<file path="src/rtl/sflash_status_pkg.sv">
package sflash_status_pkg;
  localparam logic [7:0] OP_WREN = 8'h06;
  localparam logic [7:0] OP_WRDI = 8'h04;
  localparam logic [7:0] OP_RDSR = 8'h05;
  localparam logic [7:0] OP_WRSR = 8'h01;

  typedef struct packed {
    logic setWel;
    logic clrWel;
    logic wrStatus;
    logic txEn;
  } srStrobe_t;
endpackage

</file>
<file path="src/rtl/sflash_status_dp.sv">
module sflash_status_dp
  import sflash_status_pkg::*;
#(
  parameter int ADDR_W = 17,
  parameter int WRSR_CYCLES = 1000
) (
  input  logic              clk,
  input  logic              rstN,
  input  logic              csN,
  input  logic              sclk,
  input  logic              mosi,
  input  logic              wpN,
  input  logic              engBusy,
  input  logic [ADDR_W-1:0] reqAddr,
  input  srStrobe_t         str,
  output logic              byteDone,
  output logic [7:0]        rxByte,
  output logic              frameEnd,
  output logic              aligned,
  output logic [1:0]        byteCnt,
  output logic              wel,
  output logic              wip,
  output logic              hwProt,
  output logic              miso,
  output logic              permitArea,
  output logic              permitChip
);
  localparam int TW = $clog2(WRSR_CYCLES + 1);
  localparam logic [TW-1:0] TLOAD = TW'(WRSR_CYCLES);
  localparam logic [ADDR_W-1:0] QTR3 = {2'b11, {(ADDR_W-2){1'b0}}};
  localparam logic [ADDR_W-1:0] HALF = {1'b1, {(ADDR_W-1){1'b0}}};

  logic csQ, csPrev, sclkQ, sclkPrev, mosiQ, engPrev;
  logic [2:0] bitCnt;
  logic [6:0] rxPart;
  logic newSrwd;
  logic [1:0] newBp;
  logic srwd;
  logic [1:0] bp;
  logic [TW-1:0] timer;
  logic [7:0] status, txHold;
  logic sclkRise, sclkFall, csFall, engDone, tmrDone, inProt;

  always_ff @(posedge clk) begin
    if (!rstN) begin
      csQ <= 1'b1; csPrev <= 1'b1; sclkQ <= 1'b0; sclkPrev <= 1'b0;
      mosiQ <= 1'b0; engPrev <= 1'b0;
    end else begin
      csQ <= csN; csPrev <= csQ; sclkQ <= sclk; sclkPrev <= sclkQ;
      mosiQ <= mosi; engPrev <= engBusy;
    end
  end

  assign sclkRise = sclkQ & ~sclkPrev & ~csQ;
  assign sclkFall = ~sclkQ & sclkPrev & ~csQ;
  assign csFall   = ~csQ & csPrev;
  assign frameEnd = csQ & ~csPrev;
  assign aligned  = (bitCnt == 3'd0);
  assign byteDone = sclkRise & (bitCnt == 3'd7);
  assign rxByte   = {rxPart, mosiQ};

  // bit and byte counting within one chip-select frame
  always_ff @(posedge clk) begin
    if (!rstN || csFall) begin
      bitCnt <= '0; byteCnt <= '0; rxPart <= '0;
    end else if (sclkRise) begin
      rxPart <= {rxPart[5:0], mosiQ};
      bitCnt <= bitCnt + 3'd1;
      if (bitCnt == 3'd7 && byteCnt != 2'd3) byteCnt <= byteCnt + 2'd1;
    end
  end

  always_ff @(posedge clk) begin
    if (!rstN) begin
      newSrwd <= 1'b0; newBp <= '0;
    end else if (byteDone) begin
      newSrwd <= rxByte[7]; newBp <= rxByte[3:2];
    end
  end

  assign engDone = engPrev & ~engBusy;
  assign tmrDone = (timer == TW'(1));
  assign wip     = (timer != '0) | engBusy;
  assign hwProt  = srwd & ~wpN;

  always_ff @(posedge clk) begin
    if (!rstN) begin
      wel <= 1'b0; srwd <= 1'b0; bp <= '0; timer <= '0;
    end else begin
      if (engDone || tmrDone || str.clrWel) wel <= 1'b0;
      else if (str.setWel) wel <= 1'b1;
      if (str.wrStatus) begin
        srwd <= newSrwd; bp <= newBp; timer <= TLOAD;
      end else if (timer != '0) begin
        timer <= timer - TW'(1);
      end
    end
  end

  assign status = {srwd, 3'b000, bp, wel, wip};

  // serial output: snapshot at each byte start, one bit per falling edge
  always_ff @(posedge clk) begin
    if (!rstN || csQ) begin
      miso <= 1'b0; txHold <= '0;
    end else if (sclkFall && str.txEn) begin
      if (aligned) begin
        miso <= status[7]; txHold <= status;
      end else begin
        miso <= txHold[~bitCnt];
      end
    end
  end

  always_comb begin
    case (bp)
      2'b00:   inProt = 1'b0;
      2'b01:   inProt = (reqAddr >= QTR3);
      2'b10:   inProt = (reqAddr >= HALF);
      default: inProt = 1'b1;
    endcase
  end

  assign permitArea = wel & ~wip & ~inProt;
  assign permitChip = wel & ~wip & (bp == 2'b00);

  AST_PROT_HOLD: assert property (@(posedge clk) disable iff (!rstN)
    !str.wrStatus |=> $stable({srwd, bp}));
  AST_WRSR_GATE: assert property (@(posedge clk) disable iff (!rstN)
    str.wrStatus |-> (wel && !wip));
  AST_HW_LOCK: assert property (@(posedge clk) disable iff (!rstN)
    (srwd && !wpN) |=> $stable({srwd, bp}));
  AST_WIP_START: assert property (@(posedge clk) disable iff (!rstN)
    str.wrStatus |=> wip);
  AST_ENG_CLR: assert property (@(posedge clk) disable iff (!rstN)
    $fell(engBusy) |=> !wel);
  AST_BUSY_NOSET: assert property (@(posedge clk) disable iff (!rstN)
    (wip && !wel) |=> !wel);
endmodule

</file>
<file path="src/rtl/sflash_status_ctl.sv">
module sflash_status_ctl
  import sflash_status_pkg::*;
(
  input  logic       clk,
  input  logic       rstN,
  input  logic       byteDone,
  input  logic [7:0] rxByte,
  input  logic       frameEnd,
  input  logic       aligned,
  input  logic [1:0] byteCnt,
  input  logic       wel,
  input  logic       wip,
  input  logic       hwProt,
  output srStrobe_t  str
);
  logic [7:0] opcode;
  logic oneByte, twoByte;

  always_ff @(posedge clk) begin
    if (!rstN) opcode <= '0;
    else if (byteDone && byteCnt == 2'd0) opcode <= rxByte;
  end

  assign oneByte = frameEnd & aligned & (byteCnt == 2'd1);
  assign twoByte = frameEnd & aligned & (byteCnt == 2'd2);

  always_comb begin
    str.setWel   = oneByte & (opcode == OP_WREN) & ~wip;
    str.clrWel   = oneByte & (opcode == OP_WRDI) & ~wip;
    str.wrStatus = twoByte & (opcode == OP_WRSR) & wel & ~wip & ~hwProt;
    str.txEn     = (opcode == OP_RDSR) & (byteCnt != 2'd0);
  end
endmodule

</file>
<file path="src/rtl/sflash_status_ctrl.sv">
module sflash_status_ctrl
  import sflash_status_pkg::*;
#(
  parameter int ADDR_W = 17,
  parameter int WRSR_CYCLES = 1000
) (
  input  logic              clk,
  input  logic              rstN,
  input  logic              csN,
  input  logic              sclk,
  input  logic              mosi,
  input  logic              wpN,
  input  logic              engBusy,
  input  logic [ADDR_W-1:0] reqAddr,
  output logic              miso,
  output logic              permitArea,
  output logic              permitChip
);
  srStrobe_t str;
  logic byteDone, frameEnd, aligned, wel, wip, hwProt;
  logic [7:0] rxByte;
  logic [1:0] byteCnt;

  sflash_status_dp #(.ADDR_W(ADDR_W), .WRSR_CYCLES(WRSR_CYCLES)) dp (
    .clk(clk), .rstN(rstN), .csN(csN), .sclk(sclk), .mosi(mosi), .wpN(wpN),
    .engBusy(engBusy), .reqAddr(reqAddr), .str(str), .byteDone(byteDone),
    .rxByte(rxByte), .frameEnd(frameEnd), .aligned(aligned), .byteCnt(byteCnt),
    .wel(wel), .wip(wip), .hwProt(hwProt), .miso(miso),
    .permitArea(permitArea), .permitChip(permitChip)
  );

  sflash_status_ctl ctl (
    .clk(clk), .rstN(rstN), .byteDone(byteDone), .rxByte(rxByte),
    .frameEnd(frameEnd), .aligned(aligned), .byteCnt(byteCnt), .wel(wel),
    .wip(wip), .hwProt(hwProt), .str(str)
  );
endmodule

</file>
<file path="config.mk">
export PLATFORM = sky130hd
export DESIGN_NAME = sflash_status_ctrl
export DESIGN_NICKNAME = d
export VERILOG_FILES = /design/src/rtl/sflash_status_pkg.sv /design/src/rtl/sflash_status_dp.sv /design/src/rtl/sflash_status_ctl.sv /design/src/rtl/sflash_status_ctrl.sv
export SDC_FILE = /design/constraint.sdc
export NUM_CORES = 1
export LEC_CHECK = 0
export ABC_AREA = 1
export BUFFER_PORTS_ARGS = -buffer_cell sky130_fd_sc_hd__clkbuf_2
export CAP_MARGIN = 20
export CORE_MARGIN = 3
export CORE_UTILIZATION = 50
export CTS_CLUSTER_SIZE = 12
export DETAILED_ROUTE_END_ITERATION = 8
export PLACE_DENSITY_LB_ADDON = 0.2
export SETUP_SLACK_MARGIN = 0.02
export SLEW_MARGIN = 20
export SYNTH_ARGS = -nofsm -noshare
export SYNTH_HDL_FRONTEND = slang
export SYNTH_SLANG_ARGS = --single-unit
export TNS_END_PERCENT = 10
</file>
<file path="constraint.sdc">
create_clock -name clk -period 2.1 [get_ports clk]
set_input_delay 0.525 -clock clk [delete_from_list [all_inputs] [get_ports clk]]
set_output_delay 0.525 -clock clk [all_outputs]
set_load 0.005 [all_outputs]
</file>
==> results of run 1 <==
-- power groups by stage --
stage               Sequential [mW]  Clock [mW]  Combinational, mW
floorplan                      1.07           0              0.500
global placement               1.08           0              0.609
detailed placement             1.08           0              0.619
CTS                            1.06       0.574              0.727
global route                   1.08       0.620              0.861
finish                         1.07       0.557              0.769
-- layout by cell type (no fill, tap or decap), drive strengths merged --
| cell | instances |
|---|---|
| a21oi | 29 |
| a31oi | 1 |
| and3 | 1 |
| buf | 7 |
| clkbuf | 16 |
| clkinv | 1 |
| clkinvlp | 3 |
| dfxtp | 49 |
| ha | 9 |
| inv | 48 |
| nand2 | 61 |
| nand3 | 23 |
| nand4 | 4 |
| nor2 | 77 |
| nor3 | 4 |
| o211ai | 1 |
| o21ai | 25 |
| or2 | 3 |
| xor2 | 2 |
-- final timing paths --
kind                             start                       end  depth (start not counted)
max           dp.timer[2]$_SDFFE_PP0P_                permitChip                          6
min reg2reg        dp.sclkQ$_SDFF_PN0_    dp.sclkPrev$_SDFF_PN0_                          2
min                               sclk       dp.sclkQ$_SDFF_PN0_                          3
max reg2reg  dp.bitCnt[0]$_SDFFE_PP0P_  dp.timer[2]$_SDFFE_PP0P_                          9
-- Yosys cell counts, types with 2 or more instances --
cell	number
o21ai_2	2
nand3_1	22
clkbuf_1	3
or2_2	3
nand2_4	2
nand2_1	58
nor2_2	4
nand4_1	4
xor2_1	2
nor3_1	3
nor2_1	72
dfxtp_1	49
a21oi_1	28
ha_1	9
inv_1	48
o21ai_0	23
-- tightest hold or removal path, delay by kind of cell --
kind          cells  cell delay [ns]
buf+inv           2             0.11
simple gates      1             0.04
-- final cells by class --
type | count | share of cell area (%)
inverter | 49 | 6.98
multi-input combinational | 240 | 46.0
timing repair buffer | 18 | 4.05
sequential | 49 | 37.1
tap | 52 | 2.45
clock buffer | 5 | 2.59
clock inverter | 3 | 0.849
-- cells by family (layout without fill, tap and decap cells) --
family / Yosys count / in the layout / synth area share (%)
adder cells (fa/ha/maj): 9 / 9 / 4.74
buffers and inverters: 55 / 75 / 9.10
AO/OA/AOI/OAI: 56 / 56 / 12.4
AND/OR/NAND/NOR: 173 / 173 / 31.7
flip-flops: 49 / 49 / 41.3
XOR/XNOR: 2 / 2 / 0.737
-- layer usage --
| metal | vias up | global-route usage (%) | wire, um | share of wire (%) |
|---|---|---|---|---|
| met2 | 26 | 30.9 | 2140 | 45 |
| li1 | 1120 | - | - | - |
| met3 | 9 | 3.60 | 135 | 2.8 |
| met4 | 0 | 8.50 | 116 | 2.4 |
| met5 | - | 0 | 0 | 0 |
| met1 | 929 | 24.7 | 2410 | 50 |
-- through the flow --
stage | instances | cell area [um2]
4_1_cts | 415 | 2630
3_3_place_gp | 404 | 2490
3_5_place_dp | 404 | 2490
2_1_floorplan | 344 | 2380
5_1_grt | 416 | 2650
6_report | 416 | 2650
-- flip-flops by register name, indices dropped and copies added (netlist names) --
name         cells
dp.newSrwd       1
dp.newBp         2
dp.byteCnt       2
dp.bp            2
dp.csQ           1
ctl.opcode       8
dp.rxPart        7
dp.bitCnt        3
dp.srwd          1
dp.timer        10
dp.engPrev       1
dp.mosiQ         1
dp.txHold        5
dp.miso          1
dp.sclkQ         1
dp.csPrev        1
dp.sclkPrev      1
dp.wel           1
-- what timing repair did --
| action | in CTS | in global routing |
|---|---|---|
| endpoints found under the setup margin | 2 | 2 |
| gates cloned | 0 | 0 |
| setup buffers | 3 | 1 |
| pin swaps | 5 | 4 |
| resized for setup | 9 | 6 |
==> results.md, run 1 <==
* DR pass1 iterations at 4
* Rows at 24
* Buffers on Ports at 11
* Yosys reg bits at 49
* Async S/R FF share, synth at 0%
* Global-route wire length before repair at 8.19 mm
* Placer Congestion at 0.852
* Pin count of the biggest net entering global routing at 17
* Max_cap viols at 0
* GRT overflow at 0
* Final Net Count at 396
* Final setup violation count at 0
* Drt first-iter violations at 130
* Layout area overhead at 11.6%
* Cell taking the most area after synthesis: dfxtp_1
* Netlist cell types at 28
* Switching portion of total power at 34.8%
* H-Tree Depth at 2
* Place WS at 0.220 ns
* CTS Buf Count at 5
* Initial antenna violation count at 0
* Outcome: finished, final reports clean
* Part of the power in registers at 44.7%
* DRT Wirelength at 4.81 mm
* Core box area at 4470 um2
* Most used DFF post-synth: dfxtp_1
* Final period util at 94.3%
* Die width at 75.0 um
* Multi-input gate area at 1220 um2
* Worst hold slack at 0.393 ns
* Post-synth EDFFs at 0
* Final Max Slew Viols at 0
* Boundary Pins at 27
* Maximum clock frequency at 505 MHz
* Worst setup SP type: register
* Cts hold-fix bufs at 0
* Cells after Synth at 344
* Minimum clock period at 1.98 ns
* WP data arrival at 1.45 ns
* CTS max path bufs at 2
* PwrDens at 904 nW/um2
* Endpoint class of the critical path: output pin
* Hold Crit Class: in2reg
* Vias in the first global route at 1,932
* Clock Pin Slew Worst Setup and Hold Paths at 0.09 ns
* Switching power at 0.836 mW
* WS Path Type: reg2out
* Combinational group share of total power at 32.0%
* Dpl hpwl at 3.54 mm
* Vias per inst at 5.01
* WP data required at 1.57 ns
* Final hold violations at 0
* Clk_lat worst skew at 0.31 ns
* Register-to-Register Setup Slack at 0.25 ns
* Root buf cell: clkbuf_8
* Syn avg cell area at 6.91 um2
* Maximum VDD drop at 0.501 mV
* Synth warnings at 0
* FF/Latch Area at 985 um2
* Post-Route Setup TNS at 0 ns
* Worst Path Buf+Inv at 2
* Cell Int Power at 1.56 mW
* Clock Skew at 0.00597 ns
* CP Cell Sequence: nor2_4, nand2_4, inv_2, nand4_1, nor3_2, clkbuf_2
* Slew HR at 71.6%
* RSZ-0062 raised after global routing: false
* Worst Tran Pin Value at 0.425 ns
* Slowest cell on crit path: dfxtp_1
* LEAKAGE at 1.22 nW
* Sequential area share after synthesis at 41.3%
* Critical path's top delay family: simple AND/OR/NAND/NOR gates
* Layout cells sized above 1 at 14.8%
* DR DRC count at 0
* Tot GR Track Use at 19.1%
* Fillers at 431
* Net Count, Synth at 377
* DRT antenna net count at 0
* Total power at 2.40 mW
* Clock Power Share at 23.2%
* Vert. Die Dim at 75.0 um
* Fin util at 59.3%
* CTS tree: yes
* Largest cells by area after synthesis: dfxtp_1 41%, nor2_1 11%, nand2_1 9.2%
* Yosys top cell area share at 41.3%
* WL/cell at 11.6 um
* Num Clock Sinks at 49
* CP peak stage delay at 0.36 ns
* Routed vias at 2,084
* CP Max Fanout at 4
* # diodes at 0
* Starting density of the core at 53.1%
* Die ar. at 5620 um2
* Final worst slack at 0.121 ns
* Mapped Area at 2380 um2
Power figures use the tool's default switching activity.
==> run 2: changes to the inputs <==
--- a/config.mk
+++ b/config.mk
@@ -8,7 +8,6 @@
 export ABC_AREA = 1
 export BUFFER_PORTS_ARGS = -buffer_cell sky130_fd_sc_hd__clkbuf_2
 export CAP_MARGIN = 20
-export CORE_MARGIN = 3
 export CORE_UTILIZATION = 50
 export CTS_CLUSTER_SIZE = 12
 export DETAILED_ROUTE_END_ITERATION = 8
==> results.md, run 2 (synthesis gave the netlist of run 1 again) <==
* Routed vias at 2,118
* Most frequent cells in the layout: 70 x nor2_1, 56 x nand2_1, 45 x inv_1, 45 x dfxtp_1, 28 x a21oi_1
* Dpl cells at 404
* Placed cell area at 2490 um2
* CTS Buf Count at 5
* Pin count of the biggest net entering global routing at 17
* Maximum clock frequency at 504 MHz
* DR pass1 iterations at 6
* Cts hold-fix bufs at 0
* Post-Route Setup TNS at 0 ns
* Worst setup SP type: register
* Final hold violations at 0
* Die ar. at 5030 um2
* Buffers on Ports at 11
* Worst Tran Pin Value at 0.414 ns
* CTS tree: yes
* PwrDens at 923 nW/um2
* Endpoint class of the critical path: output pin
* CP peak stage delay at 0.33 ns
* Core box area at 4470 um2
* Die width at 71.0 um
* WP data required at 1.57 ns
* Maximum VDD drop at 0.450 mV
* Max FFs per register at 10
* Final Max Slew Viols at 0
* Critical path's top delay family: simple AND/OR/NAND/NOR gates
* Worst Path Buf+Inv at 3
* Total power at 2.49 mW
* Final worst slack at 0.115 ns
* Starting density of the core at 53.1%
* Tot GR Track Use at 20.1%
* Final Net Count at 402
* Drt first-iter violations at 112
* Minimum clock period at 1.99 ns
* Final setup violation count at 0
* Metal-1 WL at 2.44 mm
* FF/Latch Area at 988 um2
* Clock Skew at 0.00681 ns
* Boundary Pins at 27
* DR DRC count at 0
* Finished Cell Area at 2700 um2
* Final period util at 94.5%
* Vias in the first global route at 1,833
* CTS max path bufs at 2
* Layout area overhead at 13.4%
* Global-route wire length before repair at 8.01 mm
* Max_cap viols at 0
* Slowest cell on crit path: dfxtp_2
* Met2 routed WL at 2.26 mm
* Fillers at 436
* DRT antenna net count at 0
* LEAKAGE at 1.25 nW
* Layout cells sized above 1 at 15.7%
* DR top layer: met4
* Most flops, register: dp.timer
* Multi-input gate area at 1220 um2
* Place WS at 0.215 ns
* Vert. Die Dim at 71.0 um
* Rows at 24
* WL/cell at 11.7 um
* WS Path Type: reg2out
* Hold Crit Class: in2reg
* Met3 wire length at 188 um
* WP data arrival at 1.46 ns
* # diodes at 0
* Worst hold slack at 0.414 ns
* Dpl hpwl at 3.60 mm
* Fin util at 60.3%
* Outcome: finished, final reports clean
* Clk_lat worst skew at 0.29 ns
* Slew HR at 72.3%
* DRT Wirelength at 4.94 mm
* Root buf cell: clkbuf_8
* Most common cell after layout, fill and taps aside: nor2_1
* Initial antenna violation count at 0
* CP Max Fanout at 4
* Placer Congestion at 0.861
* H-Tree Depth at 2
* Final cell count without fillers at 422
* GRT overflow at 0
* RSZ-0062 raised after global routing: false
* Clock Pin Slew Worst Setup and Hold Paths at 0.08 ns
* CP Cell Sequence: inv_2, ha_4, nand2_4, inv_4, nand4_1, nor3_1, buf_2
* Num Clock Sinks at 49
* Vias per inst at 5.02
* Largest regs: dp.timer: 10 flops, ctl.opcode: 8 flops, dp.rxPart: 7 flops
[run 2: report_power, final]
| part | switching, mW | leakage (nW) | internal (mW) |
|---|---|---|---|
| Clock | 0.295 | 0.0395 | 0.237 |
| Sequential | 0.0736 | 0.400 | 1.01 |
| Combinational | 0.479 | 0.806 | 0.396 |
[run 2: path summary, 6_finish.rpt]
| kind | from | end | slack, ns | cells past startpoint |
|---|---|---|---|---|
| setup / recovery | dp.timer[1]$_SDFFE_PP0P_ | permitChip | 0.11 | 7 |
| hold / removal | sclk | dp.sclkQ$_SDFF_PN0_ | 0.41 | 3 |
| setup reg to reg | dp.bitCnt[0]$_SDFFE_PP0P_ | dp.timer[0]$_SDFFE_PP0P_ | 0.27 | 9 |
| hold reg to reg | dp.sclkQ$_SDFF_PN0_ | dp.sclkPrev$_SDFF_PN0_ | 0.43 | 2 |
[run 2: per-layer routing]
metal  vias up  track usage (%)
met3         8             4.27
met1       938             26.9
li1       1137                -
met5         -                0
met2        35             33.0
met4         0             5.33
[run 2: layout make-up]
cell class                 count  share of cell area [%]
inverter                      49                    6.96
clock buffer                   8                    2.97
tap                           52                    2.41
timing repair buffer          24                    5.66
multi-input combinational    240                    45.3
sequential                    49                    36.7
[run 2: worst min-delay path: stages]
cell and delay (ns):
clkbuf_2 0.08, nand2_1 0.04, inv_1 0.04
[run 2: repair_timing]
item,in CTS,in global routing
endpoints found under the setup margin,2,2
pin swaps,2,9
buffers inserted,1,9
resized for setup,5,15
==> run 3: changes to the inputs <==
--- a/config.mk
+++ b/config.mk
@@ -11,6 +11,7 @@
 export CORE_UTILIZATION = 50
 export CTS_CLUSTER_SIZE = 12
 export DETAILED_ROUTE_END_ITERATION = 8
+export GPL_TIMING_DRIVEN = 0
 export PLACE_DENSITY_LB_ADDON = 0.2
 export SETUP_SLACK_MARGIN = 0.02
 export SLEW_MARGIN = 20
==> results.md, run 3 (synthesis gave the netlist of run 1 again) <==
* Root buf cell: clkbuf_8
* Register-to-Register Setup Slack at 0.30 ns
* # diodes at 0
* Placer Congestion at 0.835
* WL/cell at 12.0 um
* Outcome: finished, final reports clean
* Clock Skew at 0.00449 ns
* Clk_lat worst skew at 0.30 ns
* Hold Crit Class: in2reg
* Fillers at 439
* Clock Pin Slew Worst Setup and Hold Paths at 0.09 ns
* Routed vias at 2,126
* Final cell count without fillers at 423
* Minimum clock period at 1.97 ns
* Slew HR at 67.3%
* CTS Buf Count at 5
* LEAKAGE at 1.27 nW
* Most frequent cells in the layout: 71 x nor2_1, 56 x nand2_1, 46 x dfxtp_1
* CTS max path bufs at 2
* H-Tree Depth at 2
* DR pass1 iterations at 6
* Post-Route Setup TNS at 0 ns
* Boundary Pins at 27
* Dpl hpwl at 3.73 mm
* CP Max Fanout at 4
* PwrDens at 984 nW/um2
* DRT Wirelength at 5.08 mm
* Max FFs per register at 10
* Final Max Slew Viols at 0
* Layout cells sized above 1 at 15.4%
* Initial antenna violation count at 0
* Maximum VDD drop at 0.498 mV
* Setup crit end: permitChip
* Most common cell after layout, fill and taps aside: nor2_1
* Pin count of the biggest net entering global routing at 16
* Global-route wire length before repair at 8.85 mm
* WP data required at 1.57 ns
* Worst R2R Start: dp.bitCnt[0]$_SDFFE_PP0P_
* GRT overflow at 0
* Die width at 71.0 um
* Rows at 24
* Max_cap viols at 0
* Worst setup SP type: register
* Buffers on Ports at 10
* Die ar. at 5030 um2
* Worst hold slack at 0.396 ns
* Core box area at 4470 um2
* Most flops, register: dp.timer
* Largest regs: dp.timer: 10 flops, ctl.opcode: 8 flops, dp.rxPart: 7 flops
* Tot GR Track Use at 22.3%
* DRT antenna net count at 0
* DR DRC count at 0
* CTS tree: yes
* Worst flop-to-flop path endpoint: dp.timer[2]$_SDFFE_PP0P_
* Endpoint class of the critical path: output pin
* Vias in the first global route at 2,012
* FF-to-FF path depth at 9
* FF/Latch Area at 985 um2
* Maximum clock frequency at 507 MHz
* Critical Path Source: dp.timer[1]$_SDFFE_PP0P_
* Dpl cells at 406
* Drt first-iter violations at 130
* WP data arrival at 1.45 ns
* Num Clock Sinks at 49
* Vert. Die Dim at 71.0 um
* WS Path Type: reg2out
* Worst Tran Pin Value at 0.491 ns
* Vias per inst at 5.03
* Layout area overhead at 15.2%
* Final setup violation count at 0
* RSZ-0062 raised after global routing: true
* Multi-input gate area at 1220 um2
* Final period util at 93.9%
* Final Net Count at 403
* Starting density of the core at 53.1%
* Final hold violations at 0
==> run 3: changes by cell type in the layout (fill, tap and decap cells not counted), moves of 2 or more <==
cell / previous run / this run
buf_4: 13 / 9
bufinv_16: 0 / 2
clkbuf_2: 10 / 8
buf_2: 1 / 3
==> run 3: worst min-delay path by stage <==
stage	end	from	slack (ns)	cells past startpoint
2_1_floorplan	dp.sclkPrev$_SDFF_PN0_	dp.sclkQ$_SDFF_PN0_	0.41	2
3_3_place_gp	dp.sclkPrev$_SDFF_PN0_	dp.sclkQ$_SDFF_PN0_	0.41	2
3_5_place_dp	dp.sclkPrev$_SDFF_PN0_	dp.sclkQ$_SDFF_PN0_	0.42	2
4_1_cts	dp.mosiQ$_SDFF_PN0_	mosi	0.39	3
5_1_grt	dp.csQ$_SDFF_PN1_	csN	0.41	2
6_report	dp.csQ$_SDFF_PN1_	csN	0.40	2
==> run 3: layout make-up <==
cell class | count | area share [%]
clock buffers | 5 | 2.51
clock inverters | 3 | 2.38
repair buffers | 19 | 4.30
multi-input cells | 240 | 44.6
inverters | 49 | 6.76
well taps | 52 | 2.38
plain buffers | 6 | 1.14
flip-flops and latches | 49 | 36.0
==> run 3: power breakdown <==
group / switching [mW] / leakage [nW] / internal, mW
Sequential: 0.0730 / 0.399 / 1.00
Combinational: 0.448 / 0.801 / 0.372
Clock: 0.324 / 0.0681 / 0.473
==> run 3: repair_timing <==
| action | CTS | global route |
|---|---|---|
| buffers inserted | 3 | 6 |
| hold buffers | 0 | 0 |
| gates resized for setup | 8 | 9 |
| pin swaps | 4 | 6 |
| setup endpoints to repair | 2 | 2 |
==> run 3: metrics by stage <==
| stage | setup WS (ns) | utilization (%) | total power, mW | cell area, um2 |
|---|---|---|---|---|
| after floorplan | 0.396 | - | 1.57 | 2380 |
| after global placement | 0.106 | 55.7 | 1.67 | 2490 |
| after detailed placement | 0.104 | 55.7 | 1.68 | 2490 |
| after CTS | 0.0242 | 59.6 | 2.57 | 2670 |
| after global routing | -0.0188 | 61.2 | 2.88 | 2740 |
| final | 0.128 | 61.2 | 2.69 | 2740 |
==> run 3: metal layers <==
| layer | vias to the layer above | routed length [um] | global-route usage, % |
|---|---|---|---|
| met5 | - | 0 | 0 |
| met3 | 5 | 149 | 4.27 |
| met2 | 32 | 2390 | 38.1 |
| li1 | 1137 | - | - |
| met1 | 952 | 2500 | 28.5 |
| met4 | 0 | 43 | 6.89 |
==> run 3: worst max-delay path, stage by stage, from the launching register on <==
cell and delay [ns]:
dfxtp_2 0.34, inv_2 0.08, ha_4 0.17, nand2_4 0.06, inv_2 0.07, nand4_1 0.18, nor3_2 0.14, buf_2 0.13
